$ cat src/rtl/mgps_pkg.sv
package mgps_pkg;

  localparam int            LFSR_W    = 8;
  localparam logic [LFSR_W-1:0] LFSR_TAPS = 8'hB8;
  localparam logic [LFSR_W-1:0] LFSR_SEED = 8'h01;

  // one shift of the free-running shuffle LFSR
  function automatic logic [LFSR_W-1:0] lfsr_step(input logic [LFSR_W-1:0] s);
    return {s[LFSR_W-2:0], ^(s & LFSR_TAPS)};
  endfunction

  // reduce v into [0,m) assuming v < 3*m; zero when m is zero
  function automatic int unsigned wrap_mod(input int unsigned v, input int unsigned m);
    int unsigned r;
    r = v;
    if (m == 0) return 0;
    if (r >= m) r = r - m;
    if (r >= m) r = r - m;
    return r;
  endfunction

endpackage

$ cat src/rtl/mgps_read_tracker.sv
module mgps_read_tracker #(
  parameter int NUM_THREADS = 8,
  parameter int QCNT_W      = 20,
  parameter int CUM_W       = 64,
  parameter int QUANTUM_CYC = 1000000
) (
  input  logic                   clk,
  input  logic                   rst_n,
  input  logic [NUM_THREADS-1:0] rd_issue,
  input  logic [QCNT_W-1:0]      lat_thresh,
  output logic [NUM_THREADS-1:0] lat_mask,
  output logic                   q_tick
);
  localparam int QT_W  = $clog2(QUANTUM_CYC);
  localparam int SUM_W = CUM_W + $clog2(NUM_THREADS) + 2;
  localparam logic [QCNT_W-1:0] QMAX = '1;

  logic [QT_W-1:0]   qtimer;
  logic [QCNT_W-1:0] q_cnt   [NUM_THREADS];
  logic [CUM_W-1:0]  cum_cnt [NUM_THREADS];
  logic [QCNT_W-1:0] q_fin   [NUM_THREADS];
  logic [CUM_W-1:0]  cum_fin [NUM_THREADS];
  logic [SUM_W-1:0]  cum_sum;
  logic [NUM_THREADS-1:0] lat_next;

  assign q_tick = (qtimer == QT_W'(QUANTUM_CYC - 1));

  always_comb begin
    cum_sum = '0;
    for (int i = 0; i < NUM_THREADS; i++) begin
      q_fin[i]   = (q_cnt[i] == QMAX) ? QMAX : q_cnt[i] + QCNT_W'(rd_issue[i]);
      cum_fin[i] = cum_cnt[i] + CUM_W'(rd_issue[i]);
      cum_sum    = cum_sum + SUM_W'(cum_fin[i]);
    end
    for (int i = 0; i < NUM_THREADS; i++) begin
      lat_next[i] = (q_fin[i] <= lat_thresh) &&
                    ((SUM_W'(cum_fin[i]) * SUM_W'(NUM_THREADS)) <= (cum_sum << 1));
    end
  end

  always_ff @(posedge clk or negedge rst_n) begin
    if (!rst_n) begin
      qtimer   <= '0;
      lat_mask <= '1;
      for (int i = 0; i < NUM_THREADS; i++) begin
        q_cnt[i]   <= '0;
        cum_cnt[i] <= '0;
      end
    end else begin
      qtimer <= q_tick ? '0 : qtimer + 1'b1;
      for (int i = 0; i < NUM_THREADS; i++) begin
        q_cnt[i]   <= q_tick ? '0 : q_fin[i];
        cum_cnt[i] <= cum_fin[i];
      end
      if (q_tick) lat_mask <= lat_next;
    end
  end


  mask_hold_chk: assert property (@(posedge clk) disable iff (!rst_n)
    !q_tick |=> $stable(lat_mask));

  for (genvar g = 0; g < NUM_THREADS; g++) begin : g_chk

    qcnt_sat_chk: assert property (@(posedge clk) disable iff (!rst_n)
      (!q_tick && q_cnt[g] == QMAX) |=> (q_cnt[g] == QMAX));

    cum_keep_chk: assert property (@(posedge clk) disable iff (!rst_n)
      q_tick |=> (cum_cnt[g] >= $past(cum_cnt[g])));
  end

endmodule

$ cat src/rtl/mgps_shuffle.sv
module mgps_shuffle #(
  parameter int NUM_THREADS = 8,
  parameter int SHUFFLE_CYC = 1024,
  localparam int IDX_W = $clog2(NUM_THREADS),
  localparam int CNT_W = $clog2(NUM_THREADS + 1)
) (
  input  logic             clk,
  input  logic             rst_n,
  input  logic             q_tick,
  input  logic [CNT_W-1:0] nbw,
  output logic [IDX_W-1:0] rot
);
  import mgps_pkg::*;
  localparam int ST_W = $clog2(SHUFFLE_CYC);

  logic [ST_W-1:0]   stimer;
  logic [LFSR_W-1:0] lfsr;
  logic              shuf_tick;
  logic [IDX_W-1:0]  rot_next;

  assign shuf_tick = (stimer == ST_W'(SHUFFLE_CYC - 1));
  assign rot_next  = IDX_W'(wrap_mod(32'(rot) + 32'(lfsr[0]) + 32'd1, 32'(nbw)));

  always_ff @(posedge clk or negedge rst_n) begin
    if (!rst_n) begin
      stimer <= '0;
      lfsr   <= LFSR_SEED;
      rot    <= '0;
    end else begin
      stimer <= shuf_tick ? '0 : stimer + 1'b1;
      lfsr   <= lfsr_step(lfsr);
      if (q_tick)         rot <= '0;
      else if (shuf_tick) rot <= rot_next;
    end
  end


  rot_range_chk: assert property (@(posedge clk) disable iff (!rst_n)
    (nbw != 0) |-> (CNT_W'(rot) < nbw));

  rot_move_chk: assert property (@(posedge clk) disable iff (!rst_n)
    (shuf_tick && !q_tick && nbw >= 3) |=> (rot != $past(rot)));

  rot_reset_chk: assert property (@(posedge clk) disable iff (!rst_n)
    q_tick |=> (rot == '0));

endmodule

$ cat src/rtl/mgps_density.sv
module mgps_density #(
  parameter int NUM_THREADS = 8,
  parameter int WAIT_W      = 6,
  parameter int DENS_STEP   = 4,
  parameter int DSC_W       = 5
) (
  input  logic [NUM_THREADS*WAIT_W-1:0] wait_cnt,
  output logic [NUM_THREADS*DSC_W-1:0]  dens
);
  localparam int CNT_W = $clog2(NUM_THREADS + 1);

  logic [WAIT_W-1:0] w [NUM_THREADS];
  logic [NUM_THREADS-1:0] first_of_val;

  always_comb begin
    for (int i = 0; i < NUM_THREADS; i++) w[i] = wait_cnt[i*WAIT_W +: WAIT_W];
    // a thread stands for its value only if no lower index carries the same count
    for (int j = 0; j < NUM_THREADS; j++) begin
      first_of_val[j] = 1'b1;
      for (int k = 0; k < j; k++)
        if (w[k] == w[j]) first_of_val[j] = 1'b0;
    end
  end

  always_comb begin
    logic [CNT_W-1:0] rank;
    dens = '0;
    for (int i = 0; i < NUM_THREADS; i++) begin
      rank = '0;
      for (int j = 0; j < NUM_THREADS; j++)
        if (first_of_val[j] && (w[j] > w[i])) rank = rank + 1'b1;
      dens[i*DSC_W +: DSC_W] = DSC_W'(32'(rank) * DENS_STEP);
    end
  end

endmodule

$ cat src/rtl/mgps_cluster_rank.sv
module mgps_cluster_rank #(
  parameter int NUM_THREADS = 8,
  parameter int LAT_SCORE   = 16,
  parameter int CSC_W       = 5,
  localparam int IDX_W = $clog2(NUM_THREADS),
  localparam int CNT_W = $clog2(NUM_THREADS + 1)
) (
  input  logic [NUM_THREADS-1:0]       lat_mask,
  input  logic [IDX_W-1:0]             rot,
  output logic [NUM_THREADS*CSC_W-1:0] clus,
  output logic [CNT_W-1:0]             nbw
);
  import mgps_pkg::*;

  always_comb begin
    nbw = '0;
    for (int i = 0; i < NUM_THREADS; i++)
      if (!lat_mask[i]) nbw = nbw + 1'b1;
  end

  always_comb begin
    int unsigned pos;
    pos  = 0;
    clus = '0;
    for (int i = 0; i < NUM_THREADS; i++) begin
      if (lat_mask[i]) begin
        clus[i*CSC_W +: CSC_W] = CSC_W'(LAT_SCORE);
      end else begin
        clus[i*CSC_W +: CSC_W] = CSC_W'(wrap_mod(pos + 32'(rot), 32'(nbw)));
        pos = pos + 1;
      end
    end
  end

endmodule

$ cat src/rtl/mgps_prio_scorer.sv
module mgps_prio_scorer #(
  parameter int NUM_THREADS = 8,
  parameter int WAIT_W      = 6,
  parameter int QCNT_W      = 20,
  parameter int CUM_W       = 64,
  parameter int QUANTUM_CYC = 1000000,
  parameter int SHUFFLE_CYC = 1024,
  parameter int DENS_STEP   = 4,
  localparam int IDX_W     = $clog2(NUM_THREADS),
  localparam int LAT_SCORE = 2 * NUM_THREADS,
  localparam int SCORE_W   = $clog2(LAT_SCORE + DENS_STEP * (NUM_THREADS - 1) + 1)
) (
  input  logic                          clk,
  input  logic                          rst_n,
  input  logic [NUM_THREADS-1:0]        rd_issue,
  input  logic [NUM_THREADS*WAIT_W-1:0] wait_cnt,
  input  logic [QCNT_W-1:0]             lat_thresh,
  output logic [NUM_THREADS*SCORE_W-1:0] score,
  output logic [IDX_W-1:0]              best_thread,
  output logic [NUM_THREADS-1:0]        lat_mask
);
  localparam int CSC_W = $clog2(LAT_SCORE + 1);
  localparam int DSC_W = $clog2(DENS_STEP * (NUM_THREADS - 1) + 1);
  localparam int CNT_W = $clog2(NUM_THREADS + 1);

  logic                          q_tick;
  logic [CNT_W-1:0]              nbw;
  logic [IDX_W-1:0]              rot;
  logic [NUM_THREADS*CSC_W-1:0]  clus_flat;
  logic [NUM_THREADS*DSC_W-1:0]  dens_flat;
  logic [SCORE_W-1:0]            total [NUM_THREADS];
  logic [SCORE_W-1:0]            score_q [NUM_THREADS];
  logic [IDX_W-1:0]              best_n;

  mgps_read_tracker #(
    .NUM_THREADS(NUM_THREADS), .QCNT_W(QCNT_W), .CUM_W(CUM_W), .QUANTUM_CYC(QUANTUM_CYC)
  ) u_track (
    .clk(clk), .rst_n(rst_n), .rd_issue(rd_issue), .lat_thresh(lat_thresh),
    .lat_mask(lat_mask), .q_tick(q_tick)
  );

  mgps_shuffle #(.NUM_THREADS(NUM_THREADS), .SHUFFLE_CYC(SHUFFLE_CYC)) u_shuf (
    .clk(clk), .rst_n(rst_n), .q_tick(q_tick), .nbw(nbw), .rot(rot)
  );

  mgps_cluster_rank #(.NUM_THREADS(NUM_THREADS), .LAT_SCORE(LAT_SCORE), .CSC_W(CSC_W)) u_clus (
    .lat_mask(lat_mask), .rot(rot), .clus(clus_flat), .nbw(nbw)
  );

  mgps_density #(
    .NUM_THREADS(NUM_THREADS), .WAIT_W(WAIT_W), .DENS_STEP(DENS_STEP), .DSC_W(DSC_W)
  ) u_dens (
    .wait_cnt(wait_cnt), .dens(dens_flat)
  );

  always_comb begin
    logic [SCORE_W-1:0] best_v;
    for (int i = 0; i < NUM_THREADS; i++)
      total[i] = SCORE_W'(clus_flat[i*CSC_W +: CSC_W]) + SCORE_W'(dens_flat[i*DSC_W +: DSC_W]);
    best_n = '0;
    best_v = total[0];
    for (int i = 1; i < NUM_THREADS; i++)
      if (total[i] > best_v) begin
        best_v = total[i];
        best_n = IDX_W'(i);
      end
  end

  always_ff @(posedge clk or negedge rst_n) begin
    if (!rst_n) begin
      best_thread <= '0;
      for (int i = 0; i < NUM_THREADS; i++) score_q[i] <= SCORE_W'(LAT_SCORE);
    end else begin
      best_thread <= best_n;
      for (int i = 0; i < NUM_THREADS; i++) score_q[i] <= total[i];
    end
  end

  always_comb
    for (int i = 0; i < NUM_THREADS; i++) score[i*SCORE_W +: SCORE_W] = score_q[i];

  // checker-side observations built from port-level state
  logic best_beaten;
  logic [NUM_THREADS-1:0] has_bigger_wait;
  always_comb begin
    best_beaten = 1'b0;
    for (int j = 0; j < NUM_THREADS; j++)
      if ((score_q[j] > score_q[best_thread]) ||
          ((score_q[j] == score_q[best_thread]) && (IDX_W'(j) < best_thread)))
        best_beaten = 1'b1;
    for (int i = 0; i < NUM_THREADS; i++) begin
      has_bigger_wait[i] = 1'b0;
      for (int j = 0; j < NUM_THREADS; j++)
        if (wait_cnt[j*WAIT_W +: WAIT_W] > wait_cnt[i*WAIT_W +: WAIT_W]) has_bigger_wait[i] = 1'b1;
    end
  end


  best_max_chk: assert property (@(posedge clk) disable iff (!rst_n) !best_beaten);

  for (genvar g = 0; g < NUM_THREADS; g++) begin : g_chk

    dens_top_chk: assert property (@(posedge clk) disable iff (!rst_n)
      (dens_flat[g*DSC_W +: DSC_W] == '0) |-> !has_bigger_wait[g]);

    lat_score_chk: assert property (@(posedge clk) disable iff (!rst_n)
      lat_mask[g] |-> (clus_flat[g*CSC_W +: CSC_W] == CSC_W'(LAT_SCORE)));

    bw_range_chk: assert property (@(posedge clk) disable iff (!rst_n)
      !lat_mask[g] |-> (CNT_W'(clus_flat[g*CSC_W +: CSC_W]) < nbw));
  end

endmodule

$ cat config.mk
export PLATFORM = sky130hd
export DESIGN_NAME = mgps_prio_scorer
export DESIGN_NICKNAME = d
export VERILOG_FILES = /design/src/rtl/mgps_pkg.sv /design/src/rtl/mgps_read_tracker.sv /design/src/rtl/mgps_shuffle.sv /design/src/rtl/mgps_density.sv /design/src/rtl/mgps_cluster_rank.sv /design/src/rtl/mgps_prio_scorer.sv
export SDC_FILE = /design/constraint.sdc
export NUM_CORES = 2
export LEC_CHECK = 0
export BUFFER_PORTS_ARGS = -buffer_cell sky130_fd_sc_hd__buf_4
export CORE_MARGIN = 5
export CORE_UTILIZATION = 55
export CTS_BUF_LIST = sky130_fd_sc_hd__clkbuf_8
export DETAILED_ROUTE_END_ITERATION = 8
export PLACE_DENSITY = 0.71
export SYNTH_ARGS = -nofsm -noshare
export SYNTH_HDL_FRONTEND = slang
export SYNTH_HIERARCHICAL = 1
export SYNTH_SLANG_ARGS = --single-unit
$ cat constraint.sdc
create_clock -name clk -period 48.8 [get_ports clk]
set_clock_uncertainty 0.1 [all_clocks]
set_input_delay 9.76 -clock clk [delete_from_list [all_inputs] [get_ports clk]]
set_output_delay 9.76 -clock clk [all_outputs]
set_load 0.02 [all_outputs]
* Word level (Yosys, flattened, before mapping)
Index checks and enable logic that the tools add are counted.
** Storage, ports and cells
- Register bits after elaboration :: 772
- Output and inout bits :: 59
- Input bits :: 78
- Logic and storage cells :: 570
** Operators by class
- Add/sub/neg operators :: 129
- Eq/ne operators :: 38
- $lt $le $gt $ge :: 105
- Reductions and logical operators :: 67
- Muxes and demuxes :: 201
** Operators by type and width (number)
- $mux W32 :: 32
- $le A67 B69 Y1 :: 8
- $add A64 B1 Y64 :: 8
- $ge A32 B4 Y1 :: 16
- $gt A6 B6 Y1 :: 71
- $add A68 B64 Y68 :: 6
- $mux W20 :: 17
- $sub A32 B4 Y32 :: 7
- $add A32 B1 Y32 const B :: 6
- $add A32 B3 Y32 :: 6
- $eq A20 B20 Y1 const B :: 9
- $mux W3 :: 57
- $eq A6 B6 Y1 :: 28
- $add A20 B1 Y20 :: 8
- $le A20 B20 Y1 :: 8
- $add A3 B1 Y3 const B :: 40
- $mux W5 :: 24
- $add A64 B64 Y65 :: 1
- $logic_and A1 B1 Y1 :: 64
- $add A5 B5 Y6 :: 8
- $mux W1 :: 48
- $sub A5 B4 Y5 :: 8
- $mux W6 :: 6
- $mux W4 :: 7
- other kinds (18) :: 47

* Depth between registers and ports, before layout
- Word-level depth :: 39
- Gate-level depth with buffers :: 112
- Gate-level depth less buffers :: 108

* Modules after synthesis
Netlist, hierarchy kept.
** By module, submodules not included
- mgps_read_tracker :: area an instance 61871.8 um^2, instances 1, sequential area each 17526.8 um^2, cells an instance 6604
- mgps_density :: area an instance 6797.8 um^2, instances 1, sequential area each 0.0 um^2, cells an instance 856
- mgps_cluster_rank :: area an instance 5014.8 um^2, instances 1, sequential area each 0.0 um^2, cells an instance 619
- mgps_prio_scorer :: area an instance 4702.0 um^2, instances 1, sequential area each 1286.2 um^2, cells an instance 491
- mgps_shuffle :: area an instance 1232.4 um^2, instances 1, sequential area each 526.8 um^2, cells an instance 110

* Worst setup path after synthesis
No wires, ideal clock.
- Path kind :: input-to-reg
- Start :: input wait_cnt[7]
- End :: register best_thread[2]
- Setup time :: 139 ps
- Data required time :: 48561 ps
- Setup slack :: 23246 ps
- Stages on the path :: 88
- Arrival :: 25315 ps
- Buffers on the path :: 4
- Cell sequence :: inv_1 > ha_1 > nor2b_1 > o21a_1 > o21a_1 > o21ai_0 > nand2b_1 > a21oi_1 > nor2_1 > ha_1 > xnor2_1 > ha_1 > nor4b_1 > a31oi_1 > ha_1 > mux2_2 > ha_1 > mux2_2 > (+52 left out) > o21a_1 > o21ai_0 > nand2b_1 > a21oi_1 > nor2b_1 > o32a_1 > dlygate4sd1_1 > o311ai_0 > o211ai_1 > ha_1 > nor2b_1 > o21a_1 > o21ai_0 > nand2b_1 > a21oi_1 > nor2b_1 > o22a_1 > or4_4
** RTL lines
- start, declared :: line mgps_prio_scorer.sv:16 : input logic [NUM_THREADS*WAIT_W-1:0] wait_cnt,
- end signal, assigned :: line mgps_prio_scorer.sv:74 : best_thread <= best_n;
- end, declared :: line mgps_prio_scorer.sv:19 : output logic [IDX_W-1:0] best_thread,

==> impl_metrics.py <==
metrics = {
    "critical_path": {
        "crit_cells": 85,
        "required_ns": 49.45,
        "setup.worst_path.class": "primary input to register",
        "cpPeakStageDelay_ns": 0.77,
        "end_kind": "register",
        "worst-path-buf-inv": 5,
        "cp_max_fo": 13,
        "critPathTopFamily": "compound AO/OA/AOI/OAI gates",
        "rr_worst_depth": 94,
        "path_common_cell": "ha_1",
        "crit_path_top_delay_cell": "a221oi_2",
        "cp-start-kind": "primary input",
        "worstPathArrival_ns": 28.26,
    },
    "route": {
        "wl_um": 243000,
        "avgViaCountPerCell": 6.04,
        "wire_per_inst_um": 22.2,
        "drt-pass1-iter-count": 6,
        "drt_iter0_markers": 4789,
        "vias": 66283,
        "final_antenna_net_count": 0,
        "drc": 0,
    },
    "synth": {
        "async_flop_share": 1.00,
        "synth_ff_type": "dfrtp_1",
        "yosys_warnings": 6,
        "synth_edf_count": 0,
        "seq_area_frac_synth": 0.243,
        "syn-cell-area_um2": 79600,
        "synth.avg_cell_area_um2": 9.17,
        "netlist_instances": 8680,
        "synth_seq_cells": 772,
        "ys_types": 150,
    },
    "die": {
        "io_pins": 137,
        "die_x_um": 390,
        "die_y_um": 390,
        "coreArea_um2": 144000,
        "die_area_um2": 152000,
        "fp-row-count": 139,
        "start_util": 0.554,
    },
    "cells_and_area": {
        "syn2layout_area_growth_pct": 8.38,
        "drive_above_1_share": 0.0745,
        "layout_commonest_cell": "ha_1",
        "layout_common_cells": "1210 x ha_1, 865 x inv_1, 755 x dfrtp_1",
        "fin_nets": 10584,
    },
    "clock_network": {
        "clock_sinks": 772,
        "numCtsBuffers": 151,
        "cts.htree.levels": 4,
        "insertion_delay_ns": 0.89,
        "clock_path_buffers": 3,
        "cts.repair.resized": 0,
        "cts.hold.buffers_added": 0,
        "cts-root-buf": "clkbuf_8",
        "path_clk_slew_ns": 0.05,
        "cts_tree": "yes",
        "post-cts-setup-buffers": 0,
    },
    "timing": {
        "tightestPinTransition_ns": 1.26,
        "max_freq_ghz": 0.0362,
        "fin_crit_ns": 27.61,
        "period_share": 0.566,
        "grt_setup_unrepaired": "no",
        "whs_ns": 0.252,
        "drv_slew": 0,
        "hold_viol_final": 0,
        "tns_ns": 0,
        "slew_headroom": 0.152,
        "setup_viol": 0,
    },
    "global_routing": {
        "first_global_vias": 66127,
        "antenna_found_initial": 4,
        "grt_pass1_wl_um": 376000,
        "grt_max_degree": 173,
        "grt_overflow": 0,
        "grtUsageTotal": 0.315,
    },
    "job": {
        "drv_cap": 0,
    },
    "place": {
        "dp_hpwl_um": 195000,
        "port_buffers": 136,
        "routabilityCongestion": 0.993,
    },
    "min_path": {
        "hp-class": "register to register",
        "holdPathStages": 0,
    },
    "status": {
        "status": "finished clean",
    },
}
-- registers in the layout, summed over array words and instances (netlist names) --
register and cells:
u_track/lat_mask 8, u_shuf/rot 3, best_thread 3, u_track/q_cnt 160, score 48, u_track/cum_cnt 512
u_track/qtimer 20, u_shuf/lfsr 8, u_shuf/stimer 10
-- routing by layer --
layer	GRT usage	wire [um]
met3	0.0469	14900
met1	0.411	103000
met2	0.512	110000
met5	0	0
met4	0.159	14400
-- final cells by class --
class                           instances  area, um2
Antenna cell                            4       10.0
Clock buffer                          192       2640
Clock inverter                         81        493
Fill cell                           12473      57400
Inverter                              827       3110
Multi-Input combinational cell       6965      56600
Sequential cell                       772      19300
Tap cell                             1903       2380
Timing Repair Buffer                  228       1740
-- worst paths after layout --
check | to | start | slack [ns]
max | best_thread[2]$_DFF_PN0_ | wait_cnt[7] | 21.19
min | u_shuf/lfsr[3]$_DFF_PN0_ | u_shuf/lfsr[2]$_DFF_PN0_ | 0.25
max reg2reg | best_thread[2]$_DFF_PN0_ | u_track/lat_mask[1]$_DFFE_PN1P_ | 25.66
min reg2reg | u_shuf/lfsr[3]$_DFF_PN0_ | u_shuf/lfsr[2]$_DFF_PN0_ | 0.25
max in group asynchronous | u_track/cum_cnt[26]$_DFF_PN0_ | rst_n | 35.58
min in group asynchronous | u_track/q_cnt[35]$_DFF_PN0_ | rst_n | 8.82
-- through the flow --
step           cells  instance area (um2)   util  setup WS [ns]
3_5_place_dp   10695                83100  0.579          20.40
4_1_cts        10968                86300  0.601          21.37
2_1_floorplan   8698                79700      -          23.25
5_1_grt        10971                86300  0.601          20.05
3_3_place_gp   10695                83100  0.579          20.63
6_report       10972                86300  0.601          21.19
-- synthesized netlist by cell type (all sizes together), types with 52 or more instances --
| library cell | n | area [um2] |
|---|---|---|
| a21o | 358 | 2690 |
| a21oi | 586 | 2950 |
| and2 | 67 | 422 |
| and3 | 183 | 1150 |
| and4 | 71 | 624 |
| buf | 52 | 335 |
| clkbuf | 81 | 347 |
| dfrtp | 755 | 18900 |
| fa | 351 | 7030 |
| ha | 1210 | 15100 |
| inv | 826 | 3100 |
| nand2 | 717 | 2700 |
| nand2b | 77 | 489 |
| nand3 | 353 | 1770 |
| nand4 | 319 | 2010 |
| nor2 | 467 | 1780 |
| nor2b | 115 | 719 |
| nor3 | 133 | 708 |
| o21ai | 236 | 1200 |
| xnor2 | 571 | 5070 |
| xor2 | 381 | 3370 |
-- logic make-up (layout without fill, tap and decap cells) --
group           count (synthesis)  after routing  share of synthesized area
compound gates               1639           1639                      0.135
mux                            90             90                     0.0124
xor+xnor                      965            965                      0.110
fa+ha+maj                    1575           1575                      0.280
other cells                     2             24                  0.0000943
flops                         772            772                      0.243
buf+inv                       961           1328                     0.0477
simple gates                 2676           2676                      0.172
Power is left out: the tool's default activity adds up to more than one toggle a clock period on the data nets, which glitch-free logic cannot reach.
